`config.mk`:
```
export PLATFORM = sky130hd
export DESIGN_NAME = enc_irq_status_ctrl
export DESIGN_NICKNAME = d
export VERILOG_FILES = /design/src/rtl/enc_irq_pkg.sv /design/src/rtl/enc_irq_regport.sv /design/src/rtl/enc_irq_flag_bank.sv /design/src/rtl/enc_irq_combiner.sv /design/src/rtl/enc_irq_status_ctrl.sv
export SDC_FILE = /design/constraint.sdc
export NUM_CORES = 1
export LEC_CHECK = 0
export BUFFER_PORTS_ARGS = -buffer_cell sky130_fd_sc_hd__buf_4
export CAP_MARGIN = 5
export CELL_PAD_IN_SITES_DETAIL_PLACEMENT = 0
export CELL_PAD_IN_SITES_GLOBAL_PLACEMENT = 1
export CORE_AREA = 2 2 76 71
export CTS_CLUSTER_DIAMETER = 200
export DETAILED_ROUTE_END_ITERATION = 12
export DIE_AREA = 0 0 78 73
export HOLD_SLACK_MARGIN = 0.08
export PLACE_DENSITY = 0.77
export SKIP_LAST_GASP = 1
export SLEW_MARGIN = 20
export SYNTH_ARGS = -nofsm -noshare
export SYNTH_HDL_FRONTEND = slang
export SYNTH_SLANG_ARGS = --single-unit
```
`constraint.sdc`:
```
create_clock -name clk -period 1.6 [get_ports clk]
set_input_delay 0 -clock clk [delete_from_list [all_inputs] [get_ports clk]]
set_output_delay 0 -clock clk [all_outputs]
set_load 0.01 [all_outputs]
```
`src/rtl/enc_irq_pkg.sv`:
```
package enc_irq_pkg;

  localparam int NUM_EVT  = 10;
  localparam int NUM_CMB  = 3;
  localparam int NUM_FLAG = NUM_EVT + NUM_CMB;
  localparam int DATA_W   = 32;
  localparam int ADDR_W   = 4;

  localparam int POS_BASE = 6;
  localparam int REV_BIT  = 9;
  localparam int CMB_BASE = NUM_EVT;

  localparam logic [ADDR_W-1:0] OFF_STAT = ADDR_W'(0);
  localparam logic [ADDR_W-1:0] OFF_SET  = ADDR_W'(4);
  localparam logic [ADDR_W-1:0] OFF_EN   = ADDR_W'(8);

  typedef logic [NUM_FLAG-1:0] flag_vec_t;

  // Compound-flag set pulses: position-n hit together with revolution hit.
  function automatic logic [NUM_CMB-1:0] cmb_hits(flag_vec_t f);
    logic [NUM_CMB-1:0] r;
    for (int n = 0; n < NUM_CMB; n++) r[n] = f[POS_BASE+n] & f[REV_BIT];
    return r;
  endfunction

  // Next value of one sticky flag; any set source beats a clear.
  function automatic logic next_flag(logic cur, logic clr, logic sset, logic hset);
    return (cur & ~clr) | sset | hset;
  endfunction

endpackage

```
`src/rtl/enc_irq_regport.sv`:
```
module enc_irq_regport
  import enc_irq_pkg::*;
#(
  parameter int DW = DATA_W,
  parameter int AW = ADDR_W,
  parameter int NF = NUM_FLAG
) (
  input  logic          clk,
  input  logic          rst_n,
  input  logic [AW-1:0] bus_addr,
  input  logic          bus_we,
  input  logic [DW-1:0] bus_wdata,
  input  logic [NF-1:0] stat_q,
  output logic [NF-1:0] clr_mask,
  output logic [NF-1:0] sw_set,
  output logic [NF-1:0] en_q,
  output logic [DW-1:0] bus_rdata
);

  localparam int PAD_W = DW - NF;
  localparam logic [AW-1:0] A_STAT = AW'(OFF_STAT);
  localparam logic [AW-1:0] A_SET  = AW'(OFF_SET);
  localparam logic [AW-1:0] A_EN   = AW'(OFF_EN);

  logic wr_stat, wr_set, wr_en;
  logic unused_hi;

  assign wr_stat   = bus_we && (bus_addr == A_STAT);
  assign wr_set    = bus_we && (bus_addr == A_SET);
  assign wr_en     = bus_we && (bus_addr == A_EN);
  assign unused_hi = ^bus_wdata[DW-1:NF];

  assign clr_mask = wr_stat ? ~bus_wdata[NF-1:0] : '0;
  assign sw_set   = wr_set  ?  bus_wdata[NF-1:0] : '0;

  always_ff @(posedge clk or negedge rst_n) begin
    if (!rst_n) en_q <= '0;
    else if (wr_en) en_q <= bus_wdata[NF-1:0];
  end

  always_ff @(posedge clk or negedge rst_n) begin
    if (!rst_n) begin
      bus_rdata <= '0;
    end else begin
      unique case (bus_addr)
        A_STAT:  bus_rdata <= {{PAD_W{1'b0}}, stat_q};
        A_EN:    bus_rdata <= {{PAD_W{1'b0}}, en_q};
        default: bus_rdata <= '0;
      endcase
    end
  end

  AST_RSVD_ZERO: assert property (@(posedge clk) disable iff (!rst_n)
    bus_rdata[DW-1:NF] == '0);

endmodule

```
`src/rtl/enc_irq_flag_bank.sv`:
```
module enc_irq_flag_bank
  import enc_irq_pkg::*;
#(
  parameter int NF = NUM_FLAG
) (
  input  logic          clk,
  input  logic          rst_n,
  input  logic [NF-1:0] hw_set,
  input  logic [NF-1:0] sw_set,
  input  logic [NF-1:0] clr_mask,
  output logic [NF-1:0] stat_q
);

  for (genvar i = 0; i < NF; i++) begin : g_flag
    always_ff @(posedge clk or negedge rst_n) begin
      if (!rst_n) stat_q[i] <= 1'b0;
      else        stat_q[i] <= next_flag(stat_q[i], clr_mask[i], sw_set[i], hw_set[i]);
    end

    AST_EVT_WINS: assert property (@(posedge clk) disable iff (!rst_n)
      hw_set[i] |=> stat_q[i]);
    AST_FLAG_HOLD: assert property (@(posedge clk) disable iff (!rst_n)
      (stat_q[i] && !clr_mask[i]) |=> stat_q[i]);
    AST_FLAG_CLEAR: assert property (@(posedge clk) disable iff (!rst_n)
      (clr_mask[i] && !hw_set[i] && !sw_set[i]) |=> !stat_q[i]);
    AST_SW_FORCE: assert property (@(posedge clk) disable iff (!rst_n)
      sw_set[i] |=> stat_q[i]);
  end

endmodule

```
`src/rtl/enc_irq_combiner.sv`:
```
module enc_irq_combiner
  import enc_irq_pkg::*;
#(
  parameter int NF = NUM_FLAG,
  parameter int NC = NUM_CMB
) (
  input  logic [NF-1:0] stat_q,
  output logic [NC-1:0] cmb_set
);

  assign cmb_set = cmb_hits(stat_q);

endmodule

```
`src/rtl/enc_irq_status_ctrl.sv`:
```
module enc_irq_status_ctrl
  import enc_irq_pkg::*;
#(
  parameter int DW = DATA_W,
  parameter int AW = ADDR_W
) (
  input  logic          clk,
  input  logic          rst_n,
  input  logic [9:0]    evt_i,
  input  logic [AW-1:0] bus_addr,
  input  logic          bus_we,
  input  logic [DW-1:0] bus_wdata,
  output logic [DW-1:0] bus_rdata,
  output logic          irq_o
);

  localparam int NF = NUM_FLAG;
  localparam int NC = NUM_CMB;

  logic [NF-1:0] stat_q, en_q, clr_mask, sw_set, hw_set;
  logic [NC-1:0] cmb_set;

  assign hw_set = {cmb_set, evt_i};
  assign irq_o  = |(stat_q & en_q);

  enc_irq_regport #(.DW(DW), .AW(AW), .NF(NF)) u_port (
    .clk(clk), .rst_n(rst_n), .bus_addr(bus_addr), .bus_we(bus_we),
    .bus_wdata(bus_wdata), .stat_q(stat_q), .clr_mask(clr_mask),
    .sw_set(sw_set), .en_q(en_q), .bus_rdata(bus_rdata)
  );

  enc_irq_flag_bank #(.NF(NF)) u_flags (
    .clk(clk), .rst_n(rst_n), .hw_set(hw_set), .sw_set(sw_set),
    .clr_mask(clr_mask), .stat_q(stat_q)
  );

  enc_irq_combiner #(.NF(NF), .NC(NC)) u_cmb (
    .stat_q(stat_q), .cmb_set(cmb_set)
  );

  for (genvar n = 0; n < NC; n++) begin : g_cmb_chk
    AST_CMB_FOLLOWS: assert property (@(posedge clk) disable iff (!rst_n)
      (stat_q[POS_BASE+n] && stat_q[REV_BIT]) |=> stat_q[CMB_BASE+n]);
  end

  AST_IRQ_MASKED: assert property (@(posedge clk) disable iff (!rst_n)
    (en_q == '0) |-> !irq_o);

  AST_RDATA_REG: assert property (@(posedge clk) disable iff (!rst_n)
    $past(bus_addr == AW'(OFF_STAT)) |-> (bus_rdata[NF-1:0] == $past(stat_q)));

endmodule

```
# Yosys cells after proc, flatten, opt, wreduce, memory -nomap -nowiden
# Cells that the tools add are included.
[totals]
ff_bits = 39
output_inout_bits = 33
[op_classes]
n_eq_ne = 2
muxes = 3
n_bitwise = 57
n_reduce_logical = 5
[op_table]
columns = ["cell", "n"]
rows = [
  ["$mux 13", 2],
  ["$or 1x1->1", 26],
  ["$pmux 13 s2", 1],
  ["$and 1x1->1", 16],
  ["$and 13x13->13", 1],
  ["$not 1->1", 13],
  ["$not 13->13", 1],
  ["$reduce_or 13->1", 1],
  ["$eq 4x3->1 const B", 1],
  ["$eq 4x4->1 const B", 1],
  ["$logic_not 4->1", 1],
  ["$logic_and 1x1->1", 3],
]

# Depth between registers and ports, before layout
# Gate-level depths: netlist of run 1.
[logic_depth]
ltp_word = 7
mapped_depth = 5

# Cells and area by module
# Synthesis of run 1 repeated with hierarchy kept, for this count alone.
[unflattened]
hier_cells = 173
area_unflattened_um2 = 1916.8
[modules_own_cells]
columns = ["module", "n_inst", "cells_each", "area_each_um2", "seq_area_each_um2"]
rows = [
  ["enc_irq_regport", 1, 110, 1348.8, 650.6],
  ["enc_irq_flag_bank", 1, 52, 488.0, 325.3],
  ["enc_irq_status_ctrl", 1, 8, 61.3, 0.0],
  ["enc_irq_combiner", 1, 3, 18.8, 0.0],
]

# Worst setup path before layout of run 1
# OpenSTA, ideal clock, no wires.
[synth_path]
path_type = "input to register"
startpoint = "in bus_addr[2]"
endpoint = "reg u_port.en_q[10]"
setup_time_ns = 0.125
arrival_ns = 0.920
t_required_ns = 1.475
setup_slack_ns = 0.555
stages = 5
path_buffers = 2
path_cell_list = "nor3_2 > and3_1 > buf_4 > buf_6 > mux2_4"
[synth_between]
elab_chain_cells = 2
[synth_lines]
columns = ["item", "line_no", "source"]
rows = [
  ["start, declared", "enc_irq_status_ctrl.sv:10", "input logic [AW-1:0] bus_addr,"],
  ["$eq 4x4->1", "enc_irq_regport.sv:30", "assign wr_en = bus_we && (bus_addr == A_EN);"],
  ["$logic_and 1x1->1", "enc_irq_regport.sv:30", ""],
  ["end signal, assigned", "enc_irq_regport.sv:38", "else if (wr_en) en_q <= bus_wdata[NF-1:0];"],
  ["end, declared", "enc_irq_regport.sv:16", "output logic [NF-1:0] en_q,"],
]
# No other way between the ends.
# A chain may end at the register's enable or synchronous reset.

# Final worst setup path of run 1
[layout_path]
startpoint = "reg u_flags.stat_q[2]"
endpoint = "reg u_flags.stat_q[2]"
[layout_between]
elab_chain_cells = 3
[layout_lines]
columns = ["item", "line_no", "source"]
rows = [
  ["start, declared", "enc_irq_flag_bank.sv:11", "output logic [NF-1:0] stat_q"],
  ["start signal, assigned by index", "enc_irq_flag_bank.sv:17", "else stat_q[i] <= next_flag(stat_q[i], clr_mask[i], sw_set[i], hw_set[i]);"],
  ["$and 1x1->1", "enc_irq_pkg.sv:28", "return (cur & ~clr) | sset | hset;"],
  ["$or 1x1->1 (2 in a row)", "enc_irq_pkg.sv:28", ""],
]
# No other way between the ends.

==> results of run 1 <==
[worst max-delay path by stage]
stage | endpoint | slack [ns] | cells past startpoint
2_1_floorplan | u_port.en_q[10] | 0.55 | 5
3_3_place_gp | u_port.en_q[1] | 0.35 | 5
3_5_place_dp | u_port.en_q[1] | 0.32 | 5
4_1_cts | u_flags.stat_q[2] | 0.1 | 3
5_1_grt | u_flags.stat_q[3] | 0.03 | 3
6_report | u_flags.stat_q[2] | 0.09 | 3
[registers in the layout (all words and copies together), names as in the netlist]
signal and count:
u_flags.stat_q 13, u_port.bus_rdata 13, u_port.en_q 13
[power by group]
group	internal, mW	switching (mW)
Clock	0.305	0.315
Sequential	1.08	0.0715
Combinational	0.233	0.139
[final cells by class]
cell class / instances / area share, %
multi-input cells: 86 / 29.21
clock inverters: 1 / 0.2043
clock buffers: 7 / 3.115
well taps: 67 / 3.422
flip-flops and latches: 39 / 39.84
repair buffers: 71 / 24.21
[worst register-to-register path: stages, from the launching register on]
cell,delay [ns]
dfrtp_1,0.42
a21o_1,0.17
a221o_1,0.25
dlygate4sd3_1,0.55
[stage by stage]
step	util, %	std cells	instance area [um^2]	total power, mW	hold WS (ns)
floorplan	-	150	1873	1.380	-0.2956
global placement	42.53	239	2128	1.489	-0.01692
detailed placement	42.53	239	2128	1.500	-0.007711
CTS	48.95	271	2450	2.158	0.2421
global route	48.95	271	2450	2.237	0.2588
finish	48.95	271	2450	2.142	0.2150
[cells in the final DEF, fill, tap and decap left out, types with 3 or more instances in the layout]
| cell | synthesis | routed |
|---|---|---|
| buf_4 | 20 | 47 |
| dfrtp_1 | 39 | 39 |
| dlygate4sd3_1 | 0 | 24 |
| conb_1 | 1 | 19 |
| a22o_1 | 16 | 16 |
| a221o_1 | 13 | 13 |
| a21o_1 | 10 | 10 |
| mux2_4 | 10 | 10 |
| a22oi_1 | 5 | 5 |
| clkbuf_8 | 0 | 5 |
| mux2_2 | 3 | 3 |
[repair_timing]
item,4_1_cts,5_1_grt
endpoints found under the hold margin,65,0
buffers inserted,0,0
hold buffers,24,0
setup endpoints to repair,0,1
gates resized for setup,0,0
[logic make-up after synthesis]
kind of cell           count (synthesis)  synth area share (%)
other                                  1                0.2077
AO/OA/AOI/OAI                         45                 21.76
multiplexers                          13                 10.19
AND/OR/NAND/NOR                        9                 3.742
flip-flops                            39                 54.05
buffers and inverters                 25                 10.05
[layer usage]
layer	global-route usage, %	part of all wire (%)	vias to the layer above
li1	-	-	614
met1	20.05	44	628
met2	24.23	48	55
met3	5.074	7.0	6
met4	5.263	1.3	0
met5	0	0	-
==> results.yml, run 1 <==
yosys:
  syn_area_um2: 1805
  yosys_warnings: 0
  yosysUniqueCellTypes: 19
  yosysMostFrequentCell: "dfrtp_1"
  synth.largest_area_cell: "dfrtp_1"
  synth-edff-count: 0
  synth_top_area_share_pct: 54.05
  syn-instance-count: 132
  synth-main-ff-cell: "dfrtp_1"
  ys_ff_latch: 39
  synth_common_cells: "39 x dfrtp_1, 20 x buf_4, 16 x a22o_1"
  synth.area.top_cells: "dfrtp_1 54%, buf_4 8.3%, mux2_4 8.3%, a22o_1 7.8%, a221o_1 7.2%"
  synthArstFlopShare_pct: 100.0
  syn-mean-instance-area_um2: 13.68
  synth.yosys.seq_area_share_pct: 54.05
sta:
  maxSlewViolCount: 0
  setup_ws_ns: 0.09398
  finClkSkew_ns: 0.003214
  timing.setup.tns_ns: 0
  period_needed_ns: 1.506
  max_slew_margin_pct: 62.89
  worstMarginPinSlew_ns: 0.5567
  rsz0062_at_grt: "no"
  final_hold_viol_count: 0
  fmax_mhz: 664.0
  setup_violations: 0
  finalCritPeriodShare_pct: 94.13
critical_path:
  worstPathRequired_ns: 1.77
  r2r_start: "u_flags.stat_q[2]"
  cp_slowest_cell: "dlygate4sd3_1"
  crit_family: "buffers and inverters"
  path_class: "reg2reg"
  crit_path_end_kind: "flip-flop"
  r2r-end: "u_flags.stat_q[2]"
  crit_buf_inv: 1
  startpoint: "u_flags.stat_q[2]"
  critPathArrivalTime_ns: 1.68
  cp_max_fo: 4
  r2r_setup_slack_ns: 0.09
  crit_path_cell_trace: "a21o_1 -> a221o_1 -> dlygate4sd3_1"
  reg2reg_depth: 3
  startpoint_type: "flip-flop"
  cpPeakStageDelay_ns: 0.55
floorplanning:
  die_w_um: 78
  die-area_um2: 5694
  die_height_um: 73
  start_util_pct: 36.08
  core_area_um2: 5005
  io_pins: 82
  rows: 25
power:
  power-per-cell-area_nw_per_um2: 874.4
  max-vdd-ir-drop_mv: 0.3861
  p_leak_nw: 1.108
clock_network:
  cts.sink_count: 39
  cts-root-buf: "clkbuf_8"
  cts_buffer_depth: 2
  clkSlewWorstSetupHoldPaths_ns: 0.07
  clk_latency_ns: 0.28
  htreeDepth: 2
  cts_buffers: 5
  cts_tree: "yes"
finish:
  fill_cells: 474
  ff_latch_area_um2: 975.9
  multiInputGateArea_um2: 715.7
  drive_gt1_share_pct: 33.33
  antenna_cells: 0
  area_delta_synth_final_pct: 35.69
  nNetsFinal: 252
min_path:
  hold_path_class: "in2async"
routing:
  drcViolationCount: 0
  routed_wirelength_um: 3922
  vias: 1303
  ant_nets: 0
  via_per_inst: 4.808
  first_pass_iters: 4
  wl_per_cell_um: 14.47
  first_iter_violations: 102
place:
  dp_hpwl_um: 2644
  place_ws_ns: 0.3188
  place_congestion: 0.7288
  io_buffers: 43
global_route:
  grt_pass1_wl_um: 6693
  grt_pass1_vias: 1379
  overflow: 0
  grt_max_degree: 40
  grtUsageTotal_pct: 15.35
  antenna_found_initial: 0
status:
  status: "finished clean"
job:
  drv_cap: 0
No activity file was read; power rests on OpenSTA's default activity.
==> inputs of run 2 (changes only) <==
CELL_PAD_IN_SITES_DETAIL_PLACEMENT = default   (was 0)
CELL_PAD_IN_SITES_GLOBAL_PLACEMENT = default   (was 1)
CORE_AREA = 2 2 67 63   (was 2 2 76 71)
DIE_AREA = 0 0 69 65   (was 0 0 78 73)
==> results.yml, run 2 (same netlist as run 1, synthesis figures left out) <==
sta:
  setup_violations: 0
  finClkSkew_ns: 0.004601
  timing.setup.tns_ns: 0
  hold_ws_ns: 0.2116
  period_needed_ns: 1.546
  maxSlewViolCount: 0
  finalCritPeriodShare_pct: 96.62
  rsz0062_at_grt: "no"
  max_slew_margin_pct: 61.75
  worstMarginPinSlew_ns: 0.5737
  fmax_mhz: 646.9
  final_hold_viol_count: 0
finish:
  area_delta_synth_final_pct: 35.48
  most-common-layout-cells: "47 x buf_4, 38 x dfrtp_1, 24 x dlygate4sd3_1"
  antenna_cells: 0
  fin_cells: 252
  nNetsFinal: 252
  layout_commonest_cell: "buf_4"
  drive_gt1_share_pct: 34.31
  reg.largest.list: "u_flags.stat_q x13, u_port.bus_rdata x13, u_port.en_q x13"
  final_util_pct: 63.47
floorplanning:
  die_height_um: 65
  rows: 22
  start_util_pct: 46.85
  io_pins: 82
  die_w_um: 69
  die-area_um2: 4485
  core_area_um2: 3854
routing:
  wl_per_cell_um: 16.01
  vias: 1326
  routed_wirelength_um: 4034
  ant_nets: 0
  first_pass_iters: 4
  first_iter_violations: 109
  drcViolationCount: 0
  via_per_inst: 5.262
status:
  status: "finished clean"
power:
  seqPwrFrac_pct: 51.3
  p_sw_share_pct: 24.20
  p_clk_share_pct: 32.0
  max-vdd-ir-drop_mv: 0.5681
  power_switching_mw: 0.5439
  p_leak_nw: 1.117
  power-per-cell-area_nw_per_um2: 919.0
  p_comb_share_pct: 16.7
  internal-power_mw: 1.704
clock_network:
  cts_buffers: 5
  cts_buffer_depth: 2
  cts.sink_count: 39
  cts-root-buf: "clkbuf_8"
  clkSlewWorstSetupHoldPaths_ns: 0.07
  cts_tree: "yes"
  htreeDepth: 2
  post_cts.repair.setup_buffers: 0
  clk_latency_ns: 0.29
critical_path:
  cp_slowest_cell: "dlygate4sd3_1"
  crit_path_end_kind: "flip-flop"
  startpoint_type: "flip-flop"
  crit_family: "buffers and inverters"
  cpPeakStageDelay_ns: 0.55
  path_class: "reg2reg"
  worstPathRequired_ns: 1.77
  cp_max_fo: 7
  critPathArrivalTime_ns: 1.72
  crit_path_cell_trace: "a21o_1 -> a221o_1 -> dlygate4sd3_1"
  crit_buf_inv: 1
place:
  placed_cells: 220
  io_buffers: 43
  dp_hpwl_um: 2649
  place_congestion: 0.8587
global_route:
  antenna_found_initial: 0
  grt_pass1_vias: 1323
  grt_max_degree: 40
  overflow: 0
  grtUsageTotal_pct: 18.94
  grt_pass1_wl_um: 6506
job:
  drv_cap: 0
min_path:
  hold_path_class: "in2async"
## run 2: cell count changes in the layout (fill, tap and decap cells not counted), sizes merged
cell    before  now
clkinv       1    0
clkbuf       7    8
## run 2: worst paths after layout
| check | start | to | slack, ns | cells after the start |
|---|---|---|---|---|
| min | rst_n | u_port.en_q[6] | 0.21 | 2 |
| max in group asynchronous | rst_n | u_flags.stat_q[9] | 1.03 | 2 |
| min in group clk | bus_we | u_flags.stat_q[12] | 0.29 | 4 |
| min reg2reg | u_port.en_q[8] | u_port.bus_rdata[8] | 0.53 | 1 |
| max | u_flags.stat_q[9] | u_flags.stat_q[9] | 0.05 | 3 |
| max reg2reg | u_flags.stat_q[9] | u_flags.stat_q[9] | 0.05 | 3 |
## run 2: per-stage QoR
stage                     instance area [um^2]  setup WS, ns  power [mW]
after floorplan                           1873        0.5549       1.380
after global placement                    2105        0.3628       1.486
after detailed placement                  2105        0.3127       1.506
after CTS                                 2445       0.03984       2.270
after global routing                      2446       0.01458       2.353
final                                     2446       0.05409       2.248
## run 2: final cells by class
cell class	count	area [um^2]
Fill cell	331	1408
Sequential cell	39	977.2
Multi-Input combinational cell	86	715.7
Timing Repair Buffer	71	593.1
Clock buffer	8	100.1
Tap cell	48	60.06
## run 2: repair_timing
action                     4_1_cts  5_1_grt
resized for setup                0        1
setup endpoints to repair        0        1
hold buffers                    24        0
hold endpoints to repair        65        0
## run 2: per-layer routing
layer  wire length, um  global-route usage (%)  up-vias
met5                 0                       0        -
met4                38                   6.618        0
met3               248                   4.044        5
met2              2084                   33.89       50
met1              1663                   22.70      658
li1                  -                       -      613
## run 2: power by group through the flow
stage,Combinational (mW),Clock [mW],Sequential (mW)
2_1_floorplan,0.226,0,1.15
3_3_place_gp,0.324,0,1.16
3_5_place_dp,0.338,0,1.17
4_1_cts,0.378,0.742,1.15
5_1_grt,0.408,0.785,1.16
6_report,0.376,0.719,1.15
## run 2: worst reg2reg max path, cell delays in order (launching register included)
cell	delay [ns]
dfrtp_2	0.46
a21o_1	0.18
a221o_1	0.25
dlygate4sd3_1	0.55
